===== src/rtl/snd_cmd_pkg.sv =====
package snd_cmd_pkg;

  localparam int BYTE_W = 8;
  localparam int NIB_W  = 4;

  localparam logic [NIB_W-1:0] OP_PLAY_A = 4'd1;
  localparam logic [NIB_W-1:0] OP_PLAY_B = 4'd2;
  localparam logic [NIB_W-1:0] OP_LOAD_A = 4'd3;
  localparam logic [NIB_W-1:0] OP_LOAD_B = 4'd4;
  localparam logic [NIB_W-1:0] OP_PLAY_C = 4'd5;
  localparam logic [NIB_W-1:0] OP_LOAD_C = 4'd6;
  localparam logic [NIB_W-1:0] OP_VOL_C  = 4'd7;

  typedef enum logic [1:0] {TGT_A = 2'd0, TGT_B = 2'd1, TGT_C = 2'd2} tgt_e;

  function automatic logic op_is_load(input logic [NIB_W-1:0] op);
    return (op == OP_LOAD_A) || (op == OP_LOAD_B) || (op == OP_LOAD_C);
  endfunction

  function automatic int load_len(input logic [NIB_W-1:0] op,
                                  input int na, input int nb, input int nc);
    case (op)
      OP_LOAD_A: return na;
      OP_LOAD_B: return nb;
      OP_LOAD_C: return nc;
      default:   return 0;
    endcase
  endfunction

  function automatic tgt_e load_target(input logic [NIB_W-1:0] op);
    case (op)
      OP_LOAD_B: return TGT_B;
      OP_LOAD_C: return TGT_C;
      default:   return TGT_A;
    endcase
  endfunction

  function automatic logic steer_hi(input logic [NIB_W:0] pdata);
    return pdata[NIB_W];
  endfunction

endpackage


===== src/rtl/strobe_sync.sv =====
module strobe_sync #(
  parameter int SYNC_STAGES = 2
) (
  input  logic clk,
  input  logic rst_n,
  input  logic stb_n,
  output logic evt_fall
);
  logic [SYNC_STAGES-1:0] sh;
  logic                   synced;
  logic                   prev;

  assign synced = sh[SYNC_STAGES-1];

  always_ff @(posedge clk or negedge rst_n) begin
    if (!rst_n) begin
      sh   <= '1;
      prev <= 1'b1;
    end else begin
      sh   <= {sh[SYNC_STAGES-2:0], stb_n};
      prev <= synced;
    end
  end

  assign evt_fall = prev & ~synced;

  // one low period yields one accept event, never two in a row
  p_single_fall_r2: assert property (@(posedge clk) disable iff (!rst_n)
    evt_fall |=> !evt_fall);

endmodule


===== src/rtl/param_bank.sv =====
module param_bank #(
  parameter int NBYTES = 4,
  parameter int IDX_W  = 3,
  localparam int BW    = snd_cmd_pkg::BYTE_W
) (
  input  logic              clk,
  input  logic              rst_n,
  input  logic              wr,
  input  logic [IDX_W-1:0]  idx,
  input  logic [BW-1:0]     wdata,
  output logic [NBYTES*BW-1:0] bank
);
  for (genvar g = 0; g < NBYTES; g++) begin : g_byte
    logic [BW-1:0] q;
    always_ff @(posedge clk or negedge rst_n) begin
      if (!rst_n)                          q <= '0;
      else if (wr && idx == IDX_W'(g))     q <= wdata;
    end
    assign bank[g*BW +: BW] = q;
  end

  // the write index never runs past the bank
  p_idx_in_range_r5: assert property (@(posedge clk) disable iff (!rst_n)
    wr |-> (idx < IDX_W'(NBYTES)));

  // bank holds when nothing is written
  p_bank_hold_r8: assert property (@(posedge clk) disable iff (!rst_n)
    !wr |=> $stable(bank));

endmodule


===== src/rtl/cmd_decoder.sv =====
module cmd_decoder
  import snd_cmd_pkg::*;
#(
  parameter int A_BYTES = 4,
  parameter int B_BYTES = 4,
  parameter int C_BYTES = 5,
  parameter int CNT_W   = 3
) (
  input  logic              clk,
  input  logic              rst_n,
  input  logic              evt_fall,
  input  logic [BYTE_W-1:0] din,
  output logic [BYTE_W-1:0] cmd_q,
  output logic              play_a,
  output logic              play_b,
  output logic              play_c,
  output logic              wr_a,
  output logic              wr_b,
  output logic              wr_c,
  output logic [CNT_W-1:0]  wr_idx,
  output logic [BYTE_W-1:0] wr_data,
  output logic [NIB_W-1:0]  vol
);
  localparam int MAXB = (A_BYTES > B_BYTES) ?
                        ((A_BYTES > C_BYTES) ? A_BYTES : C_BYTES) :
                        ((B_BYTES > C_BYTES) ? B_BYTES : C_BYTES);

  logic [CNT_W-1:0] remain;
  logic [CNT_W-1:0] idx;
  tgt_e             tgt;
  logic [NIB_W-1:0] op;
  logic             evt_param;
  logic             evt_cmd;

  assign op        = din[BYTE_W-1:NIB_W];
  assign evt_param = evt_fall && (remain != '0);
  assign evt_cmd   = evt_fall && (remain == '0);

  assign wr_a    = evt_param && (tgt == TGT_A);
  assign wr_b    = evt_param && (tgt == TGT_B);
  assign wr_c    = evt_param && (tgt == TGT_C);
  assign wr_idx  = idx;
  assign wr_data = din;

  always_ff @(posedge clk or negedge rst_n) begin
    if (!rst_n) begin
      cmd_q  <= '0;
      remain <= '0;
      idx    <= '0;
      tgt    <= TGT_A;
      vol    <= '0;
      play_a <= 1'b0;
      play_b <= 1'b0;
      play_c <= 1'b0;
    end else begin
      play_a <= evt_cmd && (op == OP_PLAY_A);
      play_b <= evt_cmd && (op == OP_PLAY_B);
      play_c <= evt_cmd && (op == OP_PLAY_C);
      if (evt_fall) cmd_q <= din;
      if (evt_param) begin
        remain <= remain - 1'b1;
        idx    <= idx + 1'b1;
      end else if (evt_cmd) begin
        if (op_is_load(op)) begin
          remain <= CNT_W'(load_len(op, A_BYTES, B_BYTES, C_BYTES));
          idx    <= '0;
          tgt    <= load_target(op);
        end
        if (op == OP_VOL_C) vol <= din[NIB_W-1:0];
      end
    end
  end

  // a claimed byte fires nothing and keeps the volume
  p_param_quiet_r8: assert property (@(posedge clk) disable iff (!rst_n)
    evt_param |=> (!(play_a || play_b || play_c) && $stable(vol)));

  // the pending count never exceeds the largest bank
  p_remain_bound_r7: assert property (@(posedge clk) disable iff (!rst_n)
    remain <= CNT_W'(MAXB));

  // a load opcode always arms a parameter run
  p_load_arms_r5: assert property (@(posedge clk) disable iff (!rst_n)
    (evt_cmd && op_is_load(op)) |=> (remain != '0));

  // without an accept event the volume and latch hold
  p_idle_hold_r4: assert property (@(posedge clk) disable iff (!rst_n)
    !evt_fall |=> ($stable(vol) && $stable(cmd_q)));

endmodule


===== src/rtl/chan_router.sv =====
module chan_router
  import snd_cmd_pkg::*;
#(
  parameter int LVL_W = 4
) (
  input  logic             clk,
  input  logic             rst_n,
  input  logic             o_wr,
  input  logic [LVL_W:0]   o_data,
  input  logic             r_wr,
  input  logic [LVL_W-1:0] r_data,
  output logic [LVL_W-1:0] ch0,
  output logic [LVL_W-1:0] ch1,
  output logic [LVL_W-1:0] ch2
);
  logic sel_hi;
  assign sel_hi = steer_hi(o_data);

  always_ff @(posedge clk or negedge rst_n) begin
    if (!rst_n) begin
      ch0 <= '0;
      ch1 <= '0;
      ch2 <= '0;
    end else begin
      if (o_wr && !sel_hi) ch0 <= o_data[LVL_W-1:0];
      if (o_wr &&  sel_hi) ch1 <= o_data[LVL_W-1:0];
      if (r_wr)            ch2 <= r_data;
    end
  end

  // a write with bit 4 clear lands on channel 0 and spares channel 1
  p_ch0_write_r10: assert property (@(posedge clk) disable iff (!rst_n)
    (o_wr && !o_data[LVL_W]) |=> (ch0 == $past(o_data[LVL_W-1:0]) && $stable(ch1)));

  // a write with bit 4 set lands on channel 1 and spares channel 0
  p_ch1_write_r10: assert property (@(posedge clk) disable iff (!rst_n)
    (o_wr && o_data[LVL_W]) |=> (ch1 == $past(o_data[LVL_W-1:0]) && $stable(ch0)));

  // second port drives channel 2 only
  p_ch2_write_r11: assert property (@(posedge clk) disable iff (!rst_n)
    (r_wr && !o_wr) |=> (ch2 == $past(r_data) && $stable(ch0) && $stable(ch1)));

endmodule


===== src/rtl/snd_cmd_parser.sv =====
module snd_cmd_parser
  import snd_cmd_pkg::*;
#(
  parameter int A_BYTES     = 4,
  parameter int B_BYTES     = 4,
  parameter int C_BYTES     = 5,
  parameter int SYNC_STAGES = 2,
  parameter int LVL_W       = 4,
  localparam int CNT_W      = 3
) (
  input  logic                      clk,
  input  logic                      rst_n,
  input  logic [BYTE_W-1:0]         host_data,
  input  logic                      host_stb_n,
  input  logic                      port_o_wr,
  input  logic [LVL_W:0]            port_o_data,
  input  logic                      port_r_wr,
  input  logic [LVL_W-1:0]          port_r_data,
  output logic [NIB_W-1:0]          cmd_hi,
  output logic [NIB_W-1:0]          cmd_lo,
  output logic                      play_a,
  output logic                      play_b,
  output logic                      play_c,
  output logic [A_BYTES*BYTE_W-1:0] prm_a,
  output logic [B_BYTES*BYTE_W-1:0] prm_b,
  output logic [C_BYTES*BYTE_W-1:0] prm_c,
  output logic [NIB_W-1:0]          vol_c,
  output logic [LVL_W-1:0]          chan0,
  output logic [LVL_W-1:0]          chan1,
  output logic [LVL_W-1:0]          chan2
);
  logic              evt_fall;
  logic [BYTE_W-1:0] cmd_q;
  logic              wr_a, wr_b, wr_c;
  logic [CNT_W-1:0]  wr_idx;
  logic [BYTE_W-1:0] wr_data;

  strobe_sync #(.SYNC_STAGES(SYNC_STAGES)) u_sync (
    .clk(clk), .rst_n(rst_n), .stb_n(host_stb_n), .evt_fall(evt_fall));

  cmd_decoder #(.A_BYTES(A_BYTES), .B_BYTES(B_BYTES), .C_BYTES(C_BYTES),
                .CNT_W(CNT_W)) u_dec (
    .clk(clk), .rst_n(rst_n), .evt_fall(evt_fall), .din(host_data),
    .cmd_q(cmd_q), .play_a(play_a), .play_b(play_b), .play_c(play_c),
    .wr_a(wr_a), .wr_b(wr_b), .wr_c(wr_c), .wr_idx(wr_idx),
    .wr_data(wr_data), .vol(vol_c));

  param_bank #(.NBYTES(A_BYTES), .IDX_W(CNT_W)) u_bank_a (
    .clk(clk), .rst_n(rst_n), .wr(wr_a), .idx(wr_idx), .wdata(wr_data), .bank(prm_a));
  param_bank #(.NBYTES(B_BYTES), .IDX_W(CNT_W)) u_bank_b (
    .clk(clk), .rst_n(rst_n), .wr(wr_b), .idx(wr_idx), .wdata(wr_data), .bank(prm_b));
  param_bank #(.NBYTES(C_BYTES), .IDX_W(CNT_W)) u_bank_c (
    .clk(clk), .rst_n(rst_n), .wr(wr_c), .idx(wr_idx), .wdata(wr_data), .bank(prm_c));

  chan_router #(.LVL_W(LVL_W)) u_route (
    .clk(clk), .rst_n(rst_n), .o_wr(port_o_wr), .o_data(port_o_data),
    .r_wr(port_r_wr), .r_data(port_r_data), .ch0(chan0), .ch1(chan1), .ch2(chan2));

  assign cmd_hi = cmd_q[BYTE_W-1:NIB_W];
  assign cmd_lo = cmd_q[NIB_W-1:0];

  // triggers are mutually exclusive
  p_play_onehot_r3: assert property (@(posedge clk) disable iff (!rst_n)
    $onehot0({play_a, play_b, play_c}));

  // each trigger lasts a single cycle
  p_play_pulse_r3: assert property (@(posedge clk) disable iff (!rst_n)
    (play_a || play_b || play_c) |=> !(play_a || play_b || play_c));

  // a trigger coincides with a fresh accept of the nibble latch
  p_play_after_accept_r2: assert property (@(posedge clk) disable iff (!rst_n)
    $rose(play_a) |-> (cmd_hi == OP_PLAY_A));

endmodule


===== config.mk =====
export PLATFORM = sky130hd
export DESIGN_NAME = snd_cmd_parser
export DESIGN_NICKNAME = d
export VERILOG_FILES = /design/src/rtl/snd_cmd_pkg.sv /design/src/rtl/strobe_sync.sv /design/src/rtl/param_bank.sv /design/src/rtl/cmd_decoder.sv /design/src/rtl/chan_router.sv /design/src/rtl/snd_cmd_parser.sv
export SDC_FILE = /design/constraint.sdc
export NUM_CORES = 1
export LEC_CHECK = 0
export BUFFER_PORTS_ARGS = -buffer_cell sky130_fd_sc_hd__buf_2
export CAP_MARGIN = 20
export CORE_MARGIN = 8
export CORE_UTILIZATION = 55
export CTS_BUF_LIST = sky130_fd_sc_hd__clkbuf_8
export DETAILED_ROUTE_END_ITERATION = 10
export PLACE_DENSITY = 0.9
export SYNTH_ARGS = -nofsm -noshare
export SYNTH_HDL_FRONTEND = slang
export SYNTH_HIERARCHICAL = 1
export SYNTH_SLANG_ARGS = --single-unit

===== constraint.sdc =====
create_clock -name clk -period 4.7 [get_ports clk]
set_clock_uncertainty 0.2 [all_clocks]
set_input_delay 0.705 -clock clk [delete_from_list [all_inputs] [get_ports clk]]
set_output_delay 0.705 -clock clk [all_outputs]
set_load 0.01 [all_outputs]

== Yosys cells after proc, flatten, opt, wreduce, memory -nomap -nowiden ==
Index checks and enable logic that the tools add are counted.
W data, S select, Z words.

* Input bits: 22
* Flip-flop bits (word level): 142
* Logic and storage cells: 88
* Output and inout bits: 131

* Reduce and logical (&&, ||, !) cells: 36
* Bitwise logic cells: 3
* Eq/ne operators: 13
* Muxes and demuxes: 8
* Add/sub/neg operators: 2

{| class="wikitable"
|+ Operators by type and width
! cell !! count
|-
| $logic_and A1 B1 Y1 || 23
|-
| $mux W3 || 6
|-
| $eq A4 B3 Y1 const B || 4
|-
| $eq A4 B2 Y1 const B || 2
|-
| $eq A3 B2 Y1 const B || 2
|-
| $logic_not A3 Y1 || 2
|-
| $pmux W3 S2 || 1
|-
| $reduce_and A3 Y1 || 2
|-
| $eq A4 B1 Y1 const B || 1
|-
| $pmux W2 S2 || 1
|-
| $reduce_bool A2 Y1 || 2
|-
| $add A3 B1 Y3 const B || 1
|-
| $eq A3 B1 Y1 const B || 1
|-
| $eq A3 B3 Y1 const B || 1
|-
| $reduce_bool A3 Y1 || 1
|-
| $sub A3 B1 Y3 const B || 1
|-
| $eq A2 B1 Y1 const B || 1
|-
| $eq A2 B2 Y1 const B || 1
|-
| $logic_not A2 Y1 || 1
|-
| $logic_or A1 B1 Y1 || 2
|-
| $not A1 Y1 || 2
|-
| $reduce_and A2 Y1 || 1
|-
| $reduce_or A2 Y1 || 1
|-
| $and A1 B1 Y1 || 1
|-
| $logic_not A1 Y1 || 1
|}

== Longest topological paths before layout ==
Gate-level depths: netlist (run 1).

* Depth in word-level cells: 6
* Gate-level depth with buffers: 8
* Mapped depth without buffers: 7

== Hierarchy ==
The synthesis (run 1) kept the hierarchy.

{| class="wikitable"
|+ Modules (own cells, without submodules)
! module !! cells each !! area an instance (um2) !! seq. area each (um2) !! instances
|-
| param_bank at u_bank_a ... || 70 || 1223.7 || 800.8 || 2
|-
| param_bank at u_bank_c || 88 || 1529.0 || 1001.0 || 1
|-
| cmd_decoder || 94 || 1204.9 || 575.6 || 1
|-
| chan_router || 26 || 470.5 || 300.3 || 1
|-
| strobe_sync || 4 || 92.6 || 78.8 || 1
|}

== Least setup slack after synthesis (run 1) ==
Ideal clock, no wire load.

* Path kind: flip-flop to flip-flop
* From: register u_sync.prev
* To: register u_bank_c.g_byte[4].q[0]
* Stages on the path, launching flop included: 9
* Path slack: 2142 ps
* Arrival time: 2233 ps
* Library setup time: 125 ps
* Path buffers: 3
* Period minus slack after synthesis: 2558 ps
* Required time: 4375 ps
* Cell sequence: dfstp_2 -> nor2b_4 -> buf_4 -> buf_4 -> nand2_1 -> nor3b_1 -> nor4bb_1 -> buf_2 -> mux2_2

* Longest elaborated chain between the ends: 4

{| class="wikitable"
|+ RTL lines
! element !! line !! RTL
|-
| from (decl) || strobe_sync.sv:11 || <nowiki>logic prev;</nowiki>
|-
| from (signal assigned) || strobe_sync.sv:21 || <nowiki>prev <= synced;</nowiki>
|-
| $and A1 B1 Y1 || strobe_sync.sv:25 || <nowiki>assign evt_fall = prev & ~synced;</nowiki>
|-
| named net evt_fall || snd_cmd_parser.sv:32 || <nowiki>logic evt_fall;</nowiki>
|-
| $logic_and A1 B1 Y1 || cmd_decoder.sv:36 || <nowiki>assign evt_param = evt_fall && (remain != '0);</nowiki>
|-
| $logic_and A1 B1 Y1 || cmd_decoder.sv:41 || <nowiki>assign wr_c = evt_param && (tgt == TGT_C);</nowiki>
|-
| named net wr_c || snd_cmd_parser.sv:34 || <nowiki>logic wr_a, wr_b, wr_c;</nowiki>
|-
| $logic_and A1 B1 Y1 || param_bank.sv:17 || <nowiki>else if (wr && idx == IDX_W'(g)) q <= wdata;</nowiki>
|-
| to (signal assigned) || param_bank.sv:17 ||
|-
| to (decl) || param_bank.sv:14 || <nowiki>logic [BW-1:0] q;</nowiki>
|}

The timed path passes the listed nets, and every way through them passes these cells.
A chain may end at the register's enable or synchronous reset.

== Final worst setup path (run 1) ==
* From: register u_sync.prev
* To: register u_bank_c.g_byte[4].q[6]

The elaborated chain is that of the path after synthesis.

==> results of run 1 <==
## layer usage
metal	wire [um]	vias to the layer above	track usage [%]
met2	6390	125	30.8
met5	0	-	0
met4	180	0	7.21
li1	-	1594	-
met1	5670	1786	23.4
met3	1150	16	8.47
## critical path, stage by stage (launching register included)
cell	delay, ns
sky130_fd_sc_hd__dfstp_2	0.52
sky130_fd_sc_hd__nor2b_4	0.49
sky130_fd_sc_hd__nand2_1	0.26
sky130_fd_sc_hd__nor3b_1	0.48
sky130_fd_sc_hd__nor4bb_2	0.89
sky130_fd_sc_hd__mux2_2	0.42
## flip-flops by register name (all words and copies together) (netlist names), 3 cells and up
name / flops
u_bank_c/g_byte.q: 40
u_bank_a/g_byte.q: 32
u_bank_b/g_byte.q: 32
u_dec/cmd_q: 8
u_dec/vol: 4
u_route/ch0: 4
u_route/ch1: 4
u_route/ch2: 4
u_dec/remain: 3
u_dec/wr_idx: 3
## cells in the final DEF, fill, tap and decap left out, types with 3 or more instances in the layout
cell                         netlist  final
sky130_fd_sc_hd__buf_2             7    151
sky130_fd_sc_hd__buf_4            10      6
sky130_fd_sc_hd__bufinv_16         0      3
sky130_fd_sc_hd__clkbuf_8          0     20
sky130_fd_sc_hd__clkinvlp_4        0      4
sky130_fd_sc_hd__dfrtp_1         139    139
sky130_fd_sc_hd__dfstp_2           3      3
sky130_fd_sc_hd__ha_1              3      3
sky130_fd_sc_hd__inv_1             6      8
sky130_fd_sc_hd__mux2_2          124    124
sky130_fd_sc_hd__mux2_4            4      4
sky130_fd_sc_hd__nand2_1           3      3
sky130_fd_sc_hd__nand4b_1          3      3
sky130_fd_sc_hd__nor4b_4           3      3
sky130_fd_sc_hd__nor4bb_1          7      5
## final timing paths
path | to | slack [ns] | cells after the start
worst max register to register | u_bank_c/g_byte[4].q[6] | 1.32 | 5
worst max-delay path | u_bank_c/g_byte[4].q[6] | 1.32 | 5
min in group asynchronous | u_bank_a/g_byte[3].q[5] | 0.22 | 1
max in group asynchronous | u_sync/prev | 3.05 | 2
worst min register to register | u_sync/sh[1] | 0.15 | 0
worst min-delay path | u_sync/sh[1] | 0.15 | 0
## cell families (layout without fill, tap and decap cells)
family / after synthesis / in the layout
multiplexers: 128 / 128
buffers and inverters: 25 / 196
adder cells (fa/ha/maj): 3 / 3
flip-flops: 142 / 142
AO/OA/AOI/OAI: 16 / 16
XOR/XNOR: 1 / 1
AND/OR/NAND/NOR: 37 / 37
## Yosys cell counts
master,instances
sky130_fd_sc_hd__a211oi_2,1
sky130_fd_sc_hd__a21o_1,1
sky130_fd_sc_hd__a21oi_1,1
sky130_fd_sc_hd__a22o_1,1
sky130_fd_sc_hd__a2bb2oi_1,1
sky130_fd_sc_hd__a311oi_2,1
sky130_fd_sc_hd__a31oi_1,2
sky130_fd_sc_hd__a32o_1,1
sky130_fd_sc_hd__and4_1,1
sky130_fd_sc_hd__and4bb_4,2
sky130_fd_sc_hd__buf_1,1
sky130_fd_sc_hd__buf_2,7
sky130_fd_sc_hd__buf_4,10
sky130_fd_sc_hd__buf_6,1
sky130_fd_sc_hd__dfrtp_1,139
sky130_fd_sc_hd__dfstp_2,3
sky130_fd_sc_hd__ha_1,3
sky130_fd_sc_hd__inv_1,6
sky130_fd_sc_hd__mux2_2,124
sky130_fd_sc_hd__mux2_4,4
sky130_fd_sc_hd__nand2_1,3
sky130_fd_sc_hd__nand2_2,1
sky130_fd_sc_hd__nand2b_2,1
sky130_fd_sc_hd__nand2b_4,1
sky130_fd_sc_hd__nand3_1,2
sky130_fd_sc_hd__nand3b_1,1
sky130_fd_sc_hd__nand4b_1,3
sky130_fd_sc_hd__nand4bb_4,1
sky130_fd_sc_hd__nor2_1,1
sky130_fd_sc_hd__nor2_4,1
sky130_fd_sc_hd__nor2b_4,1
sky130_fd_sc_hd__nor3_1,2
sky130_fd_sc_hd__nor3_2,1
sky130_fd_sc_hd__nor3b_1,2
sky130_fd_sc_hd__nor3b_4,1
sky130_fd_sc_hd__nor4_1,2
sky130_fd_sc_hd__nor4b_4,3
sky130_fd_sc_hd__nor4bb_1,7
sky130_fd_sc_hd__o21a_1,1
sky130_fd_sc_hd__o21ai_0,1
sky130_fd_sc_hd__o2bb2ai_1,2
sky130_fd_sc_hd__o311ai_1,1
sky130_fd_sc_hd__o31ai_1,1
sky130_fd_sc_hd__o31ai_4,1
sky130_fd_sc_hd__xor2_1,1
## cell type report
class                      instances  share of cell area [%]
clock buffer                      20                    3.91
tap                              136                    2.42
timing repair buffer             158                    11.5
multi-input combinational        185                    29.2
clock inverter                    12                    2.08
inverter                           6                   0.320
sequential                       142                    50.6
## power by group through the flow
stage                     logic [mW]  clock network (mW)  registers [mW]
after global placement         0.728                   0            1.63
after CTS                      0.758                1.02            1.63
after detailed placement       0.758                   0            1.65
final                          0.745               0.990            1.63
after global routing           0.812                1.07            1.67
after floorplan                0.329                   0            1.72
## through the flow
step,utilization (%),worst slack (ns)
after floorplan,-,2.14
after global placement,64.6,1.53
after detailed placement,64.6,1.37
after CTS,68.8,1.36
after global routing,68.8,1.12
final,68.8,1.32
==> results.txt, run 1 <==
----------------------------------------------------
[Worst setup path]
  Arrival time at the worst endpoint ... 3.48 ns
  Nature of the critical path startpoint ... flop
  Crit Path Category ... reg -> reg
  Worst Path Max Fanout ... 19
  Critical path data required time ... around 4.8 ns
  Startpoint of the worst-slack reg-to-reg timing path ... u_sync/prev
  Launching instance or port of the critical path ... u_sync/prev
  CP endpoint kind ... flop

[Synthesis]
  Mux cell area share after synthesis ... around a quarter
  Synthesized area per cell ... 16.3 sq um
  Number of warning messages in the yosys log ... 6
  Post-synthesis adder-cell area fraction ... less than 1%
  #FFs+latches synth ... between 100 and 150
  Number of cells produced by synthesis ... between 300 and 400
  Synth Net Count ... ~380
  Unique cell type count in the Yosys netlist ... 45
  Share of Yosys cell area claimed by the top area cell type ... around three fifths
  Sequential cell area fraction in the yosys report ... between 60% and 70%
  Largest family of logic cells by synthesized area ... multiplexers
  Syn Std Cell Area ... 5740 sq um
  Simple logic cell fraction of the synthesized area ... approximately 6.8%
  Post-synthesis compound-gate area fraction ... 2.57%
  Cell type with the largest total area after synthesis ... sky130_fd_sc_hd__dfrtp_1
  Post-synthesis xor/xnor area fraction ... less than 1%
  Largest cells by area after synthesis ... sky130_fd_sc_hd__dfrtp_1 (61%), sky130_fd_sc_hd__mux2_2 (24%), sky130_fd_sc_hd__dfstp_2 (1.4%), sky130_fd_sc_hd__buf_4 (1.3%), sky130_fd_sc_hd__nor4b_4 (1.2%)

[Global routing]
  GRT Resource Usage Total ... roughly a fifth
  Overflow left after global routing ... 0
  Wire length of the first global-routing pass ... 21700 um
  Largest net degree at the start of global routing ... 113
  Initial antenna violation count ... 0
  Via count of the first global-routing pass ... ~4000

[Clocking]
  Clock buffers created by TritonCTS ... 17
  Deepest clock path buffer count ... 2
  # Post-CTS Setup Buffers ... 0
  CTS tree ... done
  Clock transition at the registers of the reported paths ... around 0.070 ns
  Buffer cell driving the clock tree root ... sky130_fd_sc_hd__clkbuf_8
  Clock H-tree levels ... 4
  Total clock sinks ... 142
  Cells resized by post-CTS repair ... 0
  Number of hold buffers added after cts ... 0
  Worst-skew pair later-pin latency ... ~0.41 ns

[Timing]
  Final setup violation count ... 0
  Maximum achievable frequency ... approximately 0.3 GHz
  Final hold violation count ... 0
  Setup TNS after final layout ... 0 ns
  Post-route fraction of the period consumed by the critical path ... between 70% and 80%
  Smallest hold slack ... about 0.15 ns
  Final worst path period need ... 3.38 ns
  Number of pins with negative max-slew slack in the final report ... 0
  Worst Tran Pin Value ... 0.980 ns
  Slew margin rel. ... between 30% and 40%
  RSZ-0062 raised after global routing ... no

[Floorplan]
  Std cell rows ... 37
  Die Span Y ... about 120 um
  Initial core utilization ... between 50 and 60%
  Die X-Extent ... approximately 120 um
  Floorplan Core Area ... around 10000 sq um
  Number of primary I/O pins ... between 150 and 200
  Area of the die ... around 14000 sq um

[Worst hold path]
  Min-delay src ... u_sync/sh[0]
  Class of the tightest hold or removal check ... reg -> reg

[Power and ir drop]
  Overall power after layout ... between 3 and 4 mW
  Power density cells ... 478 nW/um^2
  Cell-internal power ... 2.39 mW
  Standby leakage power ... between 3 and 4 nW
  Clk network pwr share ... roughly 29%
  Combinational fraction of design power ... between 20% and 30%
  Power share of the sequential group ... 48.4%
  Switching power as a share of total power ... 28.9%
  Highest ir drop seen on vdd ... roughly 0.32 mV
  Net load switching power ... between 0.9 and 1 mW

[Placement]
  Placement-stage cell area ... approximately 6600 sq um
  Number of buffers inserted by port buffering ... 152
  Post-placement cell count ... approximately 630
  DP Wirelength ... between 9000 and 10000 um
  Final estimated routing congestion in global placement ... 0.829

[Layout]
  Count of antenna diodes in the layout ... 0
  Number of standard cells in the final layout excluding fillers ... around 660
  Final Net Count ... 535
  FF/Latch Area ... 3560 sq um
  Multi-input logic area ... a little over 2000 sq um
  Share of post-route cells with drive strength above 1 ... 64.4%
  Layout Cell Area excl Fill ... around 7000 sq um
  Layout overhead on the synthesized area ... 22.5%
  Fillers ... between 700 and 800

[Run status]
  Status ... complete, no violations

[Detailed routing]
  Post-Route WL ... around 13000 um
  Number of remaining DRC errors ... 0
  Detailed router's first-iteration violation count ... between 150 and 200
  Via count ... roughly 3500
  Vias per Instance ... about 5.3
  Avg WL per Cell ... between 20 and 25 um
  First-pass iteration count of the detailed router ... 4
  Remaining antenna violation count ... 0

[Job]
  Max-Cap Viols ... 0

----------------------------------------------------
Note: power is estimated with default switching activity, not from simulation.
==> run 2: changes to the inputs <==
--- a/config.mk
+++ b/config.mk
@@ -5,13 +5,14 @@
 export SDC_FILE = /design/constraint.sdc
 export NUM_CORES = 1
 export LEC_CHECK = 0
+export ABC_AREA = 1
 export BUFFER_PORTS_ARGS = -buffer_cell sky130_fd_sc_hd__buf_2
 export CAP_MARGIN = 20
 export CORE_MARGIN = 8
-export CORE_UTILIZATION = 55
+export CORE_UTILIZATION = 50
 export CTS_BUF_LIST = sky130_fd_sc_hd__clkbuf_8
 export DETAILED_ROUTE_END_ITERATION = 10
-export PLACE_DENSITY = 0.9
+export PLACE_DENSITY = 0.86
 export SYNTH_ARGS = -nofsm -noshare
 export SYNTH_HDL_FRONTEND = slang
 export SYNTH_HIERARCHICAL = 1
==> constraint.sdc (replaced) <==
create_clock -name clk -period 3.02 [get_ports clk]
set_clock_uncertainty 0.2 [all_clocks]
set_input_delay 0.453 -clock clk [delete_from_list [all_inputs] [get_ports clk]]
set_output_delay 0.453 -clock clk [all_outputs]
set_load 0.01 [all_outputs]
==> results.txt, run 2 <==
----------------------------------------------------
[Layout]
  Final Net Count ... 848 (was 535)
  Max reg flops ... 40 (unchanged)
  Number of standard cells in the final layout excluding fillers ... 983 (was 659)
  Share of post-route cells with drive strength above 1 ... 27.4% (was 64.4%)
  FF/Latch Area ... 3560 sq um (unchanged)
  Post-route core utilization ... 61.7% (was 68.8%)
  Multi-input logic area ... 2140 sq um (was 2050 sq um)
  Layout overhead on the synthesized area ... 22.2% (was 22.5%)
  Count of antenna diodes in the layout ... 0 (unchanged)
  Fillers ... 984 (was 721)
  Register with the highest flop count ... u_bank_c/g_byte.q (unchanged)
  Most frequent cells in the layout ... sky130_fd_sc_hd__nand2_1 (302), sky130_fd_sc_hd__buf_2 (151), sky130_fd_sc_hd__dfrtp_1 (139), sky130_fd_sc_hd__nand3_1 (97), sky130_fd_sc_hd__inv_1 (35) (was sky130_fd_sc_hd__buf_2 (151), sky130_fd_sc_hd__dfrtp_1 (139), sky130_fd_sc_hd__mux2_2 (124), sky130_fd_sc_hd__clkbuf_8 (20), sky130_fd_sc_hd__inv_1 (8))
  Most common cell after layout, fill and taps aside ... sky130_fd_sc_hd__nand2_1 (was sky130_fd_sc_hd__buf_2)
  Largest regs ... u_bank_c/g_byte.q x40, u_bank_a/g_byte.q x32, u_bank_b/g_byte.q x32 (unchanged)

[Floorplan]
  Area of the die ... 15700 sq um (was 14000 sq um)
  Die Span Y ... 125 um (was 118 um)
  Number of primary I/O pins ... 153 (unchanged)
  Initial core utilization ... 50.5% (was 56.1%)
  Floorplan Core Area ... 11900 sq um (was 10200 sq um)
  Die X-Extent ... 125 um (was 118 um)
  Std cell rows ... 40 (was 37)

[Clocking]
  Clock buffers created by TritonCTS ... 17 (unchanged)
  Buffer cell driving the clock tree root ... sky130_fd_sc_hd__clkbuf_8 (unchanged)
  Worst-skew pair later-pin latency ... 0.44 ns (was 0.41 ns)
  Deepest clock path buffer count ... 2 (unchanged)
  Cells resized by post-CTS repair ... 0 (unchanged)
  Total clock sinks ... 142 (unchanged)
  CTS tree ... done (unchanged)
  Clock H-tree levels ... 4 (unchanged)
  Clock transition at the registers of the reported paths ... 0.07 ns (about the same)

[Global routing]
  Wire length of the first global-routing pass ... 25200 um (was 21700 um)
  Initial antenna violation count ... 0 (unchanged)
  Largest net degree at the start of global routing ... 78 (was 113)
  GRT Resource Usage Total ... 20.4% (was 19.5%)
  Via count of the first global-routing pass ... 4860 (was 4019)
  Overflow left after global routing ... 0 (unchanged)

[Placement]
  Post-placement cell count ... 946 (was 627)
  DP Wirelength ... 10200 um (was 9250 um)
  Final estimated routing congestion in global placement ... 0.774 (was 0.829)
  Number of buffers inserted by port buffering ... 152 (unchanged)

[Timing]
  Final hold violation count ... 0 (unchanged)
  Slew margin rel. ... 38.4% (was 34.6%)
  Post-route fraction of the period consumed by the critical path ... 88.0% (was 71.9%)
  Setup TNS after final layout ... 0 ns (unchanged)
  Maximum achievable frequency ... 0.376 GHz (was 0.296 GHz)
  RSZ-0062 raised after global routing ... no (unchanged)
  Worst Tran Pin Value ... 0.924 ns (was 0.980 ns)
  Number of pins with negative max-slew slack in the final report ... 0 (unchanged)
  Final setup violation count ... 0 (unchanged)
  Final worst path period need ... 2.66 ns (was 3.38 ns)

[Synthesis]
  Most repeated cell in the gate-level netlist after synthesis ... sky130_fd_sc_hd__nand2_1 (was sky130_fd_sc_hd__dfrtp_1)
  Unique cell type count in the Yosys netlist ... 22 (was 45)
  Syn Std Cell Area ... 5990 sq um (was 5740 sq um)
  Number of cells produced by synthesis ... 662 (was 352)
  Cell types with the highest counts after synthesis ... sky130_fd_sc_hd__nand2_1 (302), sky130_fd_sc_hd__dfrtp_1 (139), sky130_fd_sc_hd__nand3_1 (97), sky130_fd_sc_hd__inv_1 (30), sky130_fd_sc_hd__buf_4 (16) (was sky130_fd_sc_hd__dfrtp_1 (139), sky130_fd_sc_hd__mux2_2 (124), sky130_fd_sc_hd__buf_4 (10), sky130_fd_sc_hd__buf_2 (7), sky130_fd_sc_hd__nor4bb_1 (7))
  Synthesized area per cell ... 9.04 sq um (was 16.3 sq um)
  Cell type with the largest total area after synthesis ... sky130_fd_sc_hd__dfrtp_1 (unchanged)
  Number of warning messages in the yosys log ... 6 (unchanged)
  Post-synth EDFFs ... 0 (unchanged)
  Largest cells by area after synthesis ... sky130_fd_sc_hd__dfrtp_1 (58%), sky130_fd_sc_hd__nand2_1 (19%), sky130_fd_sc_hd__nand3_1 (8.1%), sky130_fd_sc_hd__nor2_4 (2.1%), sky130_fd_sc_hd__buf_4 (2.0%) (was sky130_fd_sc_hd__dfrtp_1 (61%), sky130_fd_sc_hd__mux2_2 (24%), sky130_fd_sc_hd__dfstp_2 (1.4%), sky130_fd_sc_hd__buf_4 (1.3%), sky130_fd_sc_hd__nor4b_4 (1.2%))
  Sequential cell area fraction in the yosys report ... 59.4% (was 61.9%)
  #FFs+latches synth ... 142 (unchanged)
  Synth async-reset ratio ... 100% (unchanged)
  Share of Yosys cell area claimed by the top area cell type ... 58.1% (was 60.6%)
  Synth Net Count ... 687 (was 377)
  Prevailing post-synth register cell ... sky130_fd_sc_hd__dfrtp_1 (unchanged)

[Power and ir drop]
  Highest ir drop seen on vdd ... 0.427 mV (was 0.322 mV)
  Clk network pwr share ... 27.3% (was 29.4%)
  Cell-internal power ... 3.83 mW (was 2.39 mW)
  Switching power as a share of total power ... 35.2% (was 28.9%)
  Net load switching power ... 2.08 mW (was 0.973 mW)
  Overall power after layout ... 5.91 mW (was 3.36 mW)
  Power density cells ... 808 nW/um^2 (was 478 nW/um^2)
  Combinational fraction of design power ... 27.3% (was 22.1%)
  Power share of the sequential group ... 45.5% (was 48.4%)
  Standby leakage power ... 3.73 nW (was 3.61 nW)

[Run status]
  Status ... complete, no violations (unchanged)

[Detailed routing]
  Vias per Instance ... 4.98 (was 5.34)
  First-pass iteration count of the detailed router ... 6 (was 4)
  Remaining antenna violation count ... 0 (unchanged)
  Detailed router's first-iteration violation count ... 475 (was 179)
  Avg WL per Cell ... 15.7 um (was 20.3 um)
  Via count ... 4893 (was 3521)
  Number of remaining DRC errors ... 0 (unchanged)
  Post-Route WL ... 15400 um (was 13400 um)

[Worst setup path]
  Nature of the critical path startpoint ... flop (unchanged)
  Setup slack of the worst register-to-register path ... 0.36 ns (was 1.32 ns)
  Critical path data required time ... 3.15 ns (was 4.80 ns)
  Crit Path Category ... reg -> reg (unchanged)
  Worst-path cell chain ... inv_1 > nor2_2 > nand2_1 > nor3_1 > inv_2 > nor2_8 > nand2_1 > nand2_1 > nand2_1 (was nor2b_4 > nand2_1 > nor3b_1 > nor4bb_2 > mux2_2)
  CP endpoint kind ... flop (unchanged)
  Worst Path Max Fanout ... 28 (was 19)
  Library cell appearing most often on the critical path ... sky130_fd_sc_hd__nand2_1
  R2R depth ... 9 (was 5)
  Max stage delay on crit path ... 0.52 ns (was 0.89 ns)
  Critical-path cell with the highest stage delay ... sky130_fd_sc_hd__dfstp_2 (was sky130_fd_sc_hd__nor4bb_2)
  Arrival time at the worst endpoint ... 2.78 ns (was 3.48 ns)

[Worst hold path]
  Class of the tightest hold or removal check ... in -> reg (was reg -> reg)
  Cell depth of the worst min-delay path ... 3 (was 0)

[Job]
  Max-Cap Viols ... 0 (unchanged)

----------------------------------------------------
run 2: changes by cell type in the layout (fill, tap and decap cells not counted), moves of 9 or more:
cell / before / now
sky130_fd_sc_hd__nand2_1: 3 / 302
sky130_fd_sc_hd__nand3_1: 2 / 97
sky130_fd_sc_hd__inv_2: 0 / 9
sky130_fd_sc_hd__mux2_2: 124 / 0
sky130_fd_sc_hd__o21ai_0: 1 / 11
sky130_fd_sc_hd__nor2_4: 1 / 11
sky130_fd_sc_hd__inv_1: 8 / 35
run 2: final cells by class:
cell class | instances | area share (%)
inverters | 39 | 2.00
well taps | 147 | 2.51
flip-flops and latches | 142 | 48.6
repair buffers | 160 | 11.6
multi-input cells | 463 | 29.3
clock buffers | 23 | 4.33
clock inverters | 9 | 1.59
run 2: final timing paths:
kind / startpoint / endpoint
setup reg to reg: u_sync/prev / u_bank_c/g_byte[0].q[4]
setup / recovery: u_sync/prev / u_bank_c/g_byte[0].q[4]
hold reg to reg: u_sync/sh[0] / u_sync/sh[1]
max in group asynchronous: rst_n / u_bank_b/g_byte[0].q[4]
hold / removal: port_r_data[1] / u_route/ch2[1]
min in group asynchronous: rst_n / u_dec/cmd_q[1]
run 2: kinds of logic (layout without fill, tap and decap cells):
kind of cell	after synthesis	in the layout	synth area share (%)
simple gates	443	443	33.8
flops	142	142	59.4
compound gates	17	17	1.42
buf+inv	57	231	4.76
fa+ha+maj	3	3	0.627
run 2: per-stage QoR:
| step | cell area (sq um) | setup slack (ns) | hold WS, ns |
|---|---|---|---|
| finish | 7320 | 0.364 | 0.0356 |
| global route | 7320 | 0.103 | 0.00683 |
| CTS | 7320 | 0.390 | 0.00154 |
| detailed placement | 6830 | 0.411 | 0.154 |
| global placement | 6830 | 0.541 | 0.147 |
| floorplan | 5990 | 0.916 | -0.0426 |
run 2: critical path: cells and delay by family, from the launching register on:
kind,cells,cell delay (ns)
buffers and inverters,2,0.16
flip-flops,1,0.52
AND/OR/NAND/NOR,7,1.66
run 2: power by group through the flow:
stage | logic, mW | registers, mW | clock network, mW
floorplan | 0.801 | 2.84 | 0
global placement | 1.58 | 2.71 | 0
detailed placement | 1.63 | 2.72 | 0
CTS | 1.63 | 2.69 | 1.65
global route | 1.80 | 2.74 | 1.72
finish | 1.61 | 2.69 | 1.61
run 2: repair_timing:
item | CTS | global route
endpoints found under the hold margin | 75 | 0
hold buffers | 5 | 0
buffers inserted | 0 | 0
run 2: routing by layer:
layer  vias up  wire, um  track usage [%]  share of wire, %
met1      2287      6430             24.1                42
met5         -         0                0                 0
met3        18      1150             7.52               7.5
met4         0       231             7.59               1.5
li1       2412         -                -                 -
met2       176      7580             33.2                49
